**src/rtl/cport_pkg.sv**
```systemverilog
package cport_pkg;
   typedef enum logic [1:0] {
      PK_REQ      = 2'b00,
      PK_RSP_OK   = 2'b01,
      PK_RSP_NACK = 2'b10
   } pk_kind_e;

   typedef enum logic [1:0] {
      SEL_NONE = 2'd0,
      SEL_HEAD = 2'd1,
      SEL_RSP  = 2'd2,
      SEL_SRC  = 2'd3
   } sel_e;
endpackage

```
**src/rtl/cport_fifo.sv**
```systemverilog
module cport_fifo #(
   parameter int W     = 9,
   parameter int DEPTH = 4
) (
   input  logic         clk,
   input  logic         rst_n,
   input  logic         push,
   input  logic [W-1:0] push_data,
   input  logic         pop,
   output logic [W-1:0] head,
   output logic         empty,
   output logic         full,
   output logic [$clog2(DEPTH+1)-1:0] count
);
   localparam int AW = (DEPTH > 1) ? $clog2(DEPTH) : 1;
   localparam int CW = $clog2(DEPTH+1);

   logic [W-1:0]  store [DEPTH];
   logic [AW-1:0] rd_q, wr_q, rd_nxt, wr_nxt;
   logic [CW-1:0] cnt_q;

   generate
      if (DEPTH == (1 << AW)) begin : g_pow2
         assign rd_nxt = rd_q + 1'b1;
         assign wr_nxt = wr_q + 1'b1;
      end else begin : g_wrap
         assign rd_nxt = (rd_q == AW'(DEPTH-1)) ? '0 : rd_q + 1'b1;
         assign wr_nxt = (wr_q == AW'(DEPTH-1)) ? '0 : wr_q + 1'b1;
      end
   endgenerate

   always_ff @(posedge clk) begin
      if (!rst_n) begin
         rd_q  <= '0;
         wr_q  <= '0;
         cnt_q <= '0;
      end else begin
         if (push) begin
            store[wr_q] <= push_data;
            wr_q        <= wr_nxt;
         end
         if (pop) rd_q <= rd_nxt;
         if (push && !pop)      cnt_q <= cnt_q + 1'b1;
         else if (pop && !push) cnt_q <= cnt_q - 1'b1;
      end
   end

   assign head  = store[rd_q];
   assign empty = (cnt_q == '0);
   assign full  = (cnt_q == CW'(DEPTH));
   assign count = cnt_q;
endmodule

```
**src/rtl/cport_gate.sv**
```systemverilog
module cport_gate #(
   parameter int IS_CPU = 1
) (
   input  logic clk,
   input  logic rst_n,
   input  logic hold_i,
   input  logic in_valid_i,
   input  logic in_req_i,
   input  logic in_inval_i,
   output logic in_ready_o,
   output logic satisfied_o,
   output logic up_retry_o
);
   localparam logic FAST_EN = (IS_CPU != 0);

   logic fast, refuse, hold_q, owe_q;

   assign fast        = FAST_EN & in_valid_i & in_req_i & in_inval_i;
   assign refuse      = in_valid_i & in_req_i & hold_i & ~fast;
   assign in_ready_o  = fast | ~(in_req_i & hold_i);
   assign satisfied_o = fast;

   always_ff @(posedge clk) begin
      if (!rst_n) begin
         hold_q     <= 1'b0;
         owe_q      <= 1'b0;
         up_retry_o <= 1'b0;
      end else begin
         hold_q     <= hold_i;
         up_retry_o <= hold_q & ~hold_i & owe_q;
         if (refuse)                  owe_q <= 1'b1;
         else if (!hold_q && hold_i)  owe_q <= 1'b0;
         else if (hold_q && !hold_i)  owe_q <= 1'b0;
      end
   end
endmodule

```
**src/rtl/cport_arb.sv**
```systemverilog
module cport_arb
   import cport_pkg::*;
#(
   parameter int DATA_W = 8
) (
   input  logic              waiting_q,
   input  logic              link_retry_i,
   input  logic              fifo_empty,
   input  logic [DATA_W:0]   head,
   input  logic              rsp_take,
   input  logic [DATA_W-1:0] rsp_data_i,
   input  logic              rsp_nack_i,
   input  logic              src_req_i,
   input  logic [DATA_W-1:0] src_data_i,
   input  logic              out_ready_i,
   output logic              out_valid_o,
   output logic [DATA_W-1:0] out_data_o,
   output logic [1:0]        out_kind_o,
   output logic              push,
   output logic              pop,
   output logic              src_gnt_o,
   output logic              waiting_d
);
   logic attempt;
   sel_e sel;

   assign attempt = ~waiting_q | link_retry_i;

   always_comb begin
      sel = SEL_NONE;
      if (attempt) begin
         if (!fifo_empty)                      sel = SEL_HEAD;
         else if (rsp_take && !waiting_q)      sel = SEL_RSP;
         else if (src_req_i)                   sel = SEL_SRC;
      end
   end

   always_comb begin
      out_valid_o = (sel != SEL_NONE);
      out_data_o  = src_data_i;
      out_kind_o  = PK_REQ;
      unique case (sel)
         SEL_HEAD: begin
            out_data_o = head[DATA_W-1:0];
            out_kind_o = head[DATA_W] ? PK_RSP_NACK : PK_RSP_OK;
         end
         SEL_RSP: begin
            out_data_o = rsp_data_i;
            out_kind_o = rsp_nack_i ? PK_RSP_NACK : PK_RSP_OK;
         end
         default: ;
      endcase
   end

   assign push      = rsp_take & ~((sel == SEL_RSP) & out_ready_i);
   assign pop       = (sel == SEL_HEAD) & out_ready_i;
   assign src_gnt_o = (sel == SEL_SRC);
   assign waiting_d = attempt ? (out_valid_o & ~out_ready_i) : waiting_q;
endmodule

```
**src/rtl/cport_retry_ctrl.sv**
```systemverilog
module cport_retry_ctrl #(
   parameter int DATA_W = 8,
   parameter int DEPTH  = 4,
   parameter int IS_CPU = 1
) (
   input  logic              clk,
   input  logic              rst_n,
   input  logic              hold_i,
   input  logic              in_valid_i,
   input  logic              in_req_i,
   input  logic              in_inval_i,
   output logic              in_ready_o,
   output logic              satisfied_o,
   output logic              up_retry_o,
   input  logic              rsp_valid_i,
   input  logic [DATA_W-1:0] rsp_data_i,
   input  logic              rsp_nack_i,
   output logic              rsp_ready_o,
   input  logic              src_req_i,
   input  logic [DATA_W-1:0] src_data_i,
   output logic              src_gnt_o,
   output logic              src_ok_o,
   output logic              out_valid_o,
   output logic [DATA_W-1:0] out_data_o,
   output logic [1:0]        out_kind_o,
   input  logic              out_ready_i,
   input  logic              link_retry_i
);
   localparam int EW = DATA_W + 1;
   localparam int CW = $clog2(DEPTH+1);

   generate
      if (DATA_W < 1) begin : g_bad_width
         $error("cport_retry_ctrl: DATA_W must be at least 1");
      end
      if (DEPTH < 2) begin : g_bad_depth
         $error("cport_retry_ctrl: DEPTH must be at least 2");
      end
   endgenerate

   logic          waiting_q, waiting_d;
   logic          push, pop, fifo_empty, fifo_full, rsp_take;
   logic [EW-1:0] head;
   logic [CW-1:0] fifo_cnt;

   assign rsp_ready_o = ~fifo_full;
   assign rsp_take    = rsp_valid_i & ~fifo_full;
   assign src_ok_o    = src_gnt_o & out_ready_i;

   always_ff @(posedge clk) begin
      if (!rst_n) waiting_q <= 1'b0;
      else        waiting_q <= waiting_d;
   end

   cport_fifo #(.W(EW), .DEPTH(DEPTH)) u_fifo (
      .clk(clk), .rst_n(rst_n), .push(push), .push_data({rsp_nack_i, rsp_data_i}),
      .pop(pop), .head(head), .empty(fifo_empty), .full(fifo_full), .count(fifo_cnt)
   );

   cport_arb #(.DATA_W(DATA_W)) u_arb (
      .waiting_q(waiting_q), .link_retry_i(link_retry_i), .fifo_empty(fifo_empty),
      .head(head), .rsp_take(rsp_take), .rsp_data_i(rsp_data_i), .rsp_nack_i(rsp_nack_i),
      .src_req_i(src_req_i), .src_data_i(src_data_i), .out_ready_i(out_ready_i),
      .out_valid_o(out_valid_o), .out_data_o(out_data_o), .out_kind_o(out_kind_o),
      .push(push), .pop(pop), .src_gnt_o(src_gnt_o), .waiting_d(waiting_d)
   );

   cport_gate #(.IS_CPU(IS_CPU)) u_gate (
      .clk(clk), .rst_n(rst_n), .hold_i(hold_i), .in_valid_i(in_valid_i),
      .in_req_i(in_req_i), .in_inval_i(in_inval_i), .in_ready_o(in_ready_o),
      .satisfied_o(satisfied_o), .up_retry_o(up_retry_o)
   );
endmodule

```
**config.mk**
```make
export PLATFORM = sky130hd
export DESIGN_NAME = cport_retry_ctrl
export DESIGN_NICKNAME = d
export VERILOG_FILES = /design/src/rtl/cport_pkg.sv /design/src/rtl/cport_fifo.sv /design/src/rtl/cport_gate.sv /design/src/rtl/cport_arb.sv /design/src/rtl/cport_retry_ctrl.sv
export SDC_FILE = /design/constraint.sdc
export NUM_CORES = 1
export LEC_CHECK = 0
export BUFFER_PORTS_ARGS = -buffer_cell sky130_fd_sc_hd__clkbuf_2
export CELL_PAD_IN_SITES_DETAIL_PLACEMENT = 0
export CELL_PAD_IN_SITES_GLOBAL_PLACEMENT = 1
export CORE_ASPECT_RATIO = 1.25
export CORE_MARGIN = 5
export CORE_UTILIZATION = 30
export CTS_CLUSTER_DIAMETER = 30
export DETAILED_ROUTE_END_ITERATION = 7
export PLACE_DENSITY = 0.61
export SETUP_SLACK_MARGIN = 0.15
export SYNTH_ARGS = -nofsm -noshare
export SYNTH_HDL_FRONTEND = slang
export SYNTH_SLANG_ARGS = --single-unit
```
**constraint.sdc**
```tcl
create_clock -name clk -period 4.9 [get_ports clk]
set_clock_uncertainty 0.2 [all_clocks]
set_input_delay 0.98 -clock clk [delete_from_list [all_inputs] [get_ports clk]]
set_output_delay 0.98 -clock clk [all_outputs]
set_load 0.01 [all_outputs]
```
==> run_results.csv, run 1 <==
group,metric,value,unit
power,p_leak,1.00,nW
synthesis,synth_top_flop_cell,"edfxtp_1",
sta,slew-limit-headroom,0.548,
global_routing,track_usage,0.102,
route,finalWirelength,4400,um
synthesis,mappedNetlistArea,2190,sq um
layout,design_area,2600,sq um
floorplan,rows,34,
placement,gp_congestion,0.699,
cts,cts_sinks,49,
power,finalPower,1.21,mW
global_routing,antenna_found_initial,0,
synthesis,synth_cell_types,36,
layout,syn_to_final_growth,18.8,%
placement,hpwlAfterDp,3150,um
global_routing,grt_pass1_vias,1439,
power,worst_ir_drop_vdd,0.190,mV
sta,fin_ws,1470,ps
floorplan,coreArea,7020,sq um
placement,portBuffers,43,
sta,setup_viol,0,
layout,drive_gt1_frac,0.335,
synthesis,ys_ff_latch,49,
synthesis,postSynthCellCount,154,
layout,nets,233,
global_routing,grt_pass1_wl,7240,um
route,drtPass1Iterations,4,
sta,rsz0062_at_grt,"no",
cts,ctsHtreeMaxLevel,2,
layout,nFillCells,688,
floorplan,num_io_pins,44,
synthesis,yosys.area.top_type,"edfxtp_1",
sta,maxSlewViolCount,0,
synthesis,netlist_top_cells_area,"edfxtp_1 49%, dfxtp_1 12%, mux4_2 9.3%",
synthesis,synth.most_common_cell,"edfxtp_1",
synthesis,synth_edf_count,36,
synthesis,syn_nets,188,
global_routing,grt_max_degree,19,
placement,place_area,2490,sq um
synthesis,syn_area_per_cell,14.2,sq um
synthesis,synth_seq_area_share,0.613,
critical_path,crit_path_end_kind,"output port",
cts,postCtsHoldBufs,0,
route,avgRoutedWirePerCell,15.2,um
placement,dp_slack,1470,ps
cts,clk_path_buf_depth,2,
sta,tightest_slew,676,ps
synthesis,async_reset_ff_frac,0,
cts,path_clk_slew,80,ps
sta,fin_crit,3430,ps
sta,fin_crit_sh,0.701,
synthesis,synth_commonest_cells,"36 x edfxtp_1, 15 x nand2_1, 13 x dfxtp_1, 9 x mux4_2, 9 x o21ai_0",
cts,clock-root-buffer,"clkbuf_8",
cts,cts_tree,"built",
floorplan,dieWidth,86.4,um
floorplan,die_height,105,um
cts,postCtsSetupRepairBufs,0,
sta,setup_tns,0,ps
cts,cts_made_buffers,5,
status,status,"complete, no violations",
critical_path,worst_ep_required_time,3720,ps
synthesis,synth_top_area_share,0.494,
route,drtIter0Drc,62,
layout,finalCoreUtilization,0.370,
floorplan,die_area,9110,sq um
flow_run,cap_violations,0,
synthesis,yosys_warnings,0,
cts,clock_latency,290,ps
global_routing,overflow,0,
route,num_vias,1353,
floorplan,initial_core_util,0.312,
critical_path,crit_path_max_fanout,10,
route,route.detailed.drc,0,
critical_path,cp.arrival,2250,ps
sta,max_freq,291,MHz
route,ant_nets,0,
route,vias_per_cell,4.67,
worst_hold_path,hp-class,"flip-flop to flip-flop",
critical_path,critPathLaunchType,"input port",
cts,ctsResizeCount,0,
power,powerDensity,465,nW/um^2
layout,n_antenna_cell,0,
critical_path,crit_type,"input port to output port",
sta,hold_viol_final,0,
==> cell families (layout without fill, tap and decap cells) <==
| family | Yosys count | count (layout) | synth area share |
|---|---|---|---|
| adder cells (fa/ha/maj) | 7 | 7 | 0.0435 |
| AND/OR/NAND/NOR | 46 | 46 | 0.125 |
| buffers and inverters | 12 | 58 | 0.0246 |
| XOR/XNOR | 4 | 4 | 0.0160 |
| flip-flops | 49 | 49 | 0.613 |
| AO/OA/AOI/OAI | 24 | 24 | 0.0715 |
| multiplexers | 12 | 12 | 0.106 |
==> metal layers <==
metal | wire (um) | up-vias | global-route usage | share of wire
li1 | - | 667 | - | -
met1 | 1840 | 651 | 0.125 | 0.42
met2 | 2270 | 29 | 0.174 | 0.52
met3 | 239 | 6 | 0.0297 | 0.054
met4 | 49 | 0 | 0.0267 | 0.011
met5 | 0 | - | 0 | 0
==> worst max-delay path: stages <==
cell and delay, ps:
clkbuf_2 90, nor2b_2 300, and2_1 460, a22oi_1 160, nand2_1 130, clkbuf_2 140
==> state kept, by name, summed over array words and instances, names as in the netlist, named ones only <==
signal / cells
u_fifo.wr_q: 2
u_gate.up_retry_o: 1
u_gate.hold_q: 1
u_fifo.count: 3
u_gate.owe_q: 1
waiting_q: 1
u_fifo.rd_q: 2
u_fifo.store: 36
==> cell usage in the layout, fill, tap and decap left out <==
master / instances
a21boi_0: 2
a21oi_1: 1
a22o_1: 1
a22oi_1: 8
and2_1: 8
and3_1: 6
and3_4: 1
buf_4: 1
bufinv_16: 1
clkbuf_1: 1
clkbuf_2: 43
clkbuf_8: 5
clkinv_1: 1
dfxtp_1: 13
edfxtp_1: 36
fa_1: 1
ha_1: 6
inv_1: 5
inv_2: 1
mux2i_1: 3
mux4_2: 9
nand2_1: 15
nand3_1: 1
nand3_2: 1
nand4_1: 2
nor2_1: 3
nor2_8: 1
nor2b_1: 2
nor2b_2: 1
nor3_1: 2
o21ai_0: 9
o21ai_1: 1
o31a_1: 1
o32ai_1: 1
or2b_2: 1
or3_2: 1
or3_4: 1
xnor2_1: 3
xor2_1: 1
==> power by group <==
group | switching [mW] | total, mW | internal [mW]
Sequential | 0.0484 | 0.535 | 0.487
Clock | 0.121 | 0.272 | 0.151
Combinational | 0.207 | 0.401 | 0.194
Total | 0.376 | 1.21 | 0.832
==> stage by stage <==
step	cells	hold WS (ps)
after floorplan	154	239
after global placement	282	251
after detailed placement	282	256
after CTS	290	266
after global routing	290	307
final	290	262
==> final cells by class <==
type,instances,area (sq um),share of cell area
clock buffer,6,72.6,0.0279
tap,90,113,0.0434
clock inverter,2,33.8,0.0130
multi-input combinational,93,792,0.305
inverter,6,22.5,0.00867
sequential,49,1340,0.516
timing repair buffer,44,223,0.0857
==> worst paths after layout <==
check | cells past startpoint | from | slack [ps] | end
max | 6 | rsp_valid_i | 1470 | out_data_o[3]
min | 2 | u_gate.owe_q$_SDFFE_PN0P_ | 260 | u_gate.owe_q$_SDFFE_PN0P_
max reg2reg | 9 | waiting_q$_SDFFE_PN0P_ | 2290 | u_fifo.count[2]$_SDFFE_PN0P_
min reg2reg | 2 | u_gate.owe_q$_SDFFE_PN0P_ | 260 | u_gate.owe_q$_SDFFE_PN0P_
Power figures use the tool's default switching activity.
==> run 2, diff against run 1 <==
--- a/config.mk
+++ b/config.mk
@@ -5,6 +5,7 @@
 export SDC_FILE = /design/constraint.sdc
 export NUM_CORES = 1
 export LEC_CHECK = 0
+export ABC_AREA = 1
 export BUFFER_PORTS_ARGS = -buffer_cell sky130_fd_sc_hd__clkbuf_2
 export CELL_PAD_IN_SITES_DETAIL_PLACEMENT = 0
 export CELL_PAD_IN_SITES_GLOBAL_PLACEMENT = 1
@@ -13,7 +14,7 @@
 export CORE_UTILIZATION = 30
 export CTS_CLUSTER_DIAMETER = 30
 export DETAILED_ROUTE_END_ITERATION = 7
-export PLACE_DENSITY = 0.61
+export PLACE_DENSITY = 0.64
 export SETUP_SLACK_MARGIN = 0.15
 export SYNTH_ARGS = -nofsm -noshare
 export SYNTH_HDL_FRONTEND = slang
==> constraint.sdc (replaced) <==
create_clock -name clk -period 3.5 [get_ports clk]
set_clock_uncertainty 0.2 [all_clocks]
set_input_delay 0.7 -clock clk [delete_from_list [all_inputs] [get_ports clk]]
set_output_delay 0.7 -clock clk [all_outputs]
set_load 0.01 [all_outputs]
==> run 2 against run 1 <==
  * Register-to-register slack worse by 1100 ps
  * Utilization is 0.23 points lower
  * Hold slack got worse by 3.2 ps
  * First-iteration DRC count is 15% higher
  * Largest cell class unchanged
==> run_results.csv, run 2 <==
group,metric,value,unit
synthesis,synth_seq_area_share,0.589,
global_routing,track_usage,0.113,
global_routing,grt_use_met2,0.193,
sta,rsz0062_at_grt,"no",
route,vias_per_cell,4.46,
route,ant_nets,0,
power,combinationalPowerShare,0.409,
critical_path,reg2reg_depth,10,
critical_path,rrSetupSlack,1220,ps
synthesis,yosys.area.top_type,"edfxtp_1",
route,route.detailed.drc,0,
layout,syn_to_final_growth,19.5,%
sta,fin_crit_sh,0.800,
synthesis,synth.most_common_cell,"nand2_1",
cts,ctsResizeCount,0,
global_routing,overflow,0,
global_routing,grt_max_degree,19,
route,avgRoutedWirePerCell,13.0,um
layout,largest_register_ffs,36,
synthesis,synth_top_area_share,0.475,
floorplan,coreArea,7400,sq um
layout,stdcell_count,381,
global_routing,top_usage_layer,"met2",
critical_path,r2r_end,"u_fifo.count[1]$_SDFFE_PN0P_",
critical_path,cpPeakStageDelay,330,ps
sta,hold_viol_final,0,
power,finalPower,1.91,mW
synthesis,netlist_top_cells_area,"edfxtp_1 47%, nand2_1 12%, dfxtp_1 11%",
route,drtPass1Iterations,4,
route,finalWirelength,4970,um
synthesis,ys_ff_latch,49,
critical_path,path_cells,"clkbuf_2 -> inv_1 -> nand2_1 -> inv_1 -> nor2_4 -> inv_1 -> nand2_1 -> inv_2 -> nand2_1 -> nand3_1 -> clkbuf_2",
route,num_vias,1698,
sta,hold_ws,258,ps
layout,drive_gt1_frac,0.242,
cts,ctsHtreeMaxLevel,2,
floorplan,num_io_pins,44,
status,status,"complete, no violations",
power,worst_ir_drop_vdd,0.287,mV
worst_hold_path,hold-path-endpoint,"u_gate.up_retry_o$_SDFF_PN0_",
synthesis,syn_area_per_cell,9.57,sq um
placement,dp_cells,373,
layout,n_antenna_cell,0,
power,swShare,0.387,
critical_path,crit_path_max_fanout,11,
synthesis,synth_edf_count,36,
critical_path,slowest_stage,"nor2_4",
cts,path_clk_slew,90,ps
cts,cts_made_buffers,5,
cts,clock_latency,300,ps
critical_path,cp.arrival,1900,ps
power,p_seq_frac,0.383,
route,drtIter0Drc,71,
sta,slew-limit-headroom,0.668,
power,p_leak,1.18,nW
layout,layout_common_cells,"70 x nand2_1, 43 x clkbuf_2, 39 x nand3_1",
global_routing,antenna_found_initial,0,
layout,regMostFlops,"u_fifo.store",
layout,finalCoreUtilization,0.368,
floorplan,initial_core_util,0.308,
placement,place_area,2610,sq um
placement,dp_slack,655,ps
sta,fin_crit,2800,ps
critical_path,r2r-start,"u_fifo.count[0]$_SDFFE_PN0P_",
flow_run,cap_violations,0,
floorplan,dieWidth,87.9,um
worst_hold_path,hp-class,"flip-flop to flip-flop",
placement,gp_congestion,0.718,
power,clock_power_share,0.208,
cts,cts_tree,"built",
power,power_switching,0.739,mW
synthesis,synth_commonest_cells,"70 x nand2_1, 39 x nand3_1, 36 x edfxtp_1, 21 x inv_1, 15 x nor2_1",
floorplan,die_height,107,um
placement,portBuffers,43,
cts,postCtsHoldBufs,0,
sta,setup_tns,0,ps
cts,clk_path_buf_depth,2,
sta,maxSlewViolCount,0,
worst_hold_path,min_path_cells,2,
placement,hpwlAfterDp,3570,um
sta,fin_ws,701,ps
critical_path,crit_path_end_kind,"output port",
floorplan,die_area,9440,sq um
floorplan,rows,35,
global_routing,grt_pass1_wl,8200,um
synthesis,yosys_warnings,0,
synthesis,synth_cell_types,24,
layout,design_area,2720,sq um
global_routing,use_met1,0.142,
critical_path,worst_ep_required_time,2600,ps
layout,final_common_cell,"nand2_1",
worst_hold_path,hold_start,"u_gate.owe_q$_SDFFE_PN0P_",
sta,tightest_slew,496,ps
sta,max_freq,357,MHz
synthesis,postSynthCellCount,238,
power,powerDensity,703,nW/um^2
cts,cts_sinks,49,
power,intPower,1.17,mW
cts,postCtsSetupRepairBufs,0,
synthesis,syn_nets,272,
layout,nets,322,
synthesis,mappedNetlistArea,2280,sq um
global_routing,grt_pass1_vias,1681,
synthesis,async_reset_ff_frac,0,
critical_path,critPathLaunchType,"input port",
sta,setup_viol,0,
cts,clock-root-buffer,"clkbuf_8",
critical_path,crit_type,"input port to output port",
global_routing,gr-usage-met3,0.0237,
synthesis,synth_top_flop_cell,"edfxtp_1",
run 2: final cells by class:
| class | instances | area (sq um) |
|---|---|---|
| tap | 92 | 115 |
| clock inverter | 3 | 41.3 |
| sequential | 49 | 1340 |
| inverter | 28 | 106 |
| clock buffer | 5 | 68.8 |
| fill | 766 | 4680 |
| multi-input combinational | 155 | 788 |
| timing repair buffer | 49 | 260 |
run 2: cell families after synthesis:
family / after synthesis / share of synthesized area
AOI/OAI and AO/OA: 14 / 0.0368
DFF: 49 / 0.589
adders and majority gates: 7 / 0.0418
xor gates and xnor gates: 1 / 0.00385
buffers and inverters: 34 / 0.0648
and+or+nand+nor: 133 / 0.264
run 2: power by group through the flow:
stage	clock network [mW]	registers (mW)	logic, mW
5_1_grt	0.433	0.742	0.905
6_report	0.397	0.732	0.783
4_1_cts	0.410	0.733	0.807
3_5_place_dp	0	0.746	0.805
3_3_place_gp	0	0.744	0.798
2_1_floorplan	0	0.736	0.560
run 2: worst max path at each step:
stage | start | end | slack [ps] | cells after the start
after floorplan | link_retry_i | u_fifo.count[1]$_SDFFE_PN0P_ | 1150 | 11
after global placement | link_retry_i | out_data_o[5] | 690 | 11
after detailed placement | link_retry_i | out_data_o[5] | 660 | 11
after CTS | link_retry_i | out_data_o[5] | 650 | 11
after global routing | link_retry_i | out_data_o[1] | 530 | 11
final | link_retry_i | out_data_o[5] | 700 | 11
run 2: routing by layer:
metal,vias to the layer above,share of wire
li1,886,-
met2,46,0.48
met3,7,0.055
met4,0,0.013
met1,759,0.45
met5,-,0
run 2: worst max-delay path: cells and delay by family:
family / cells / cell delay (ps)
simple gates: 5 / 680
buf+inv: 6 / 540
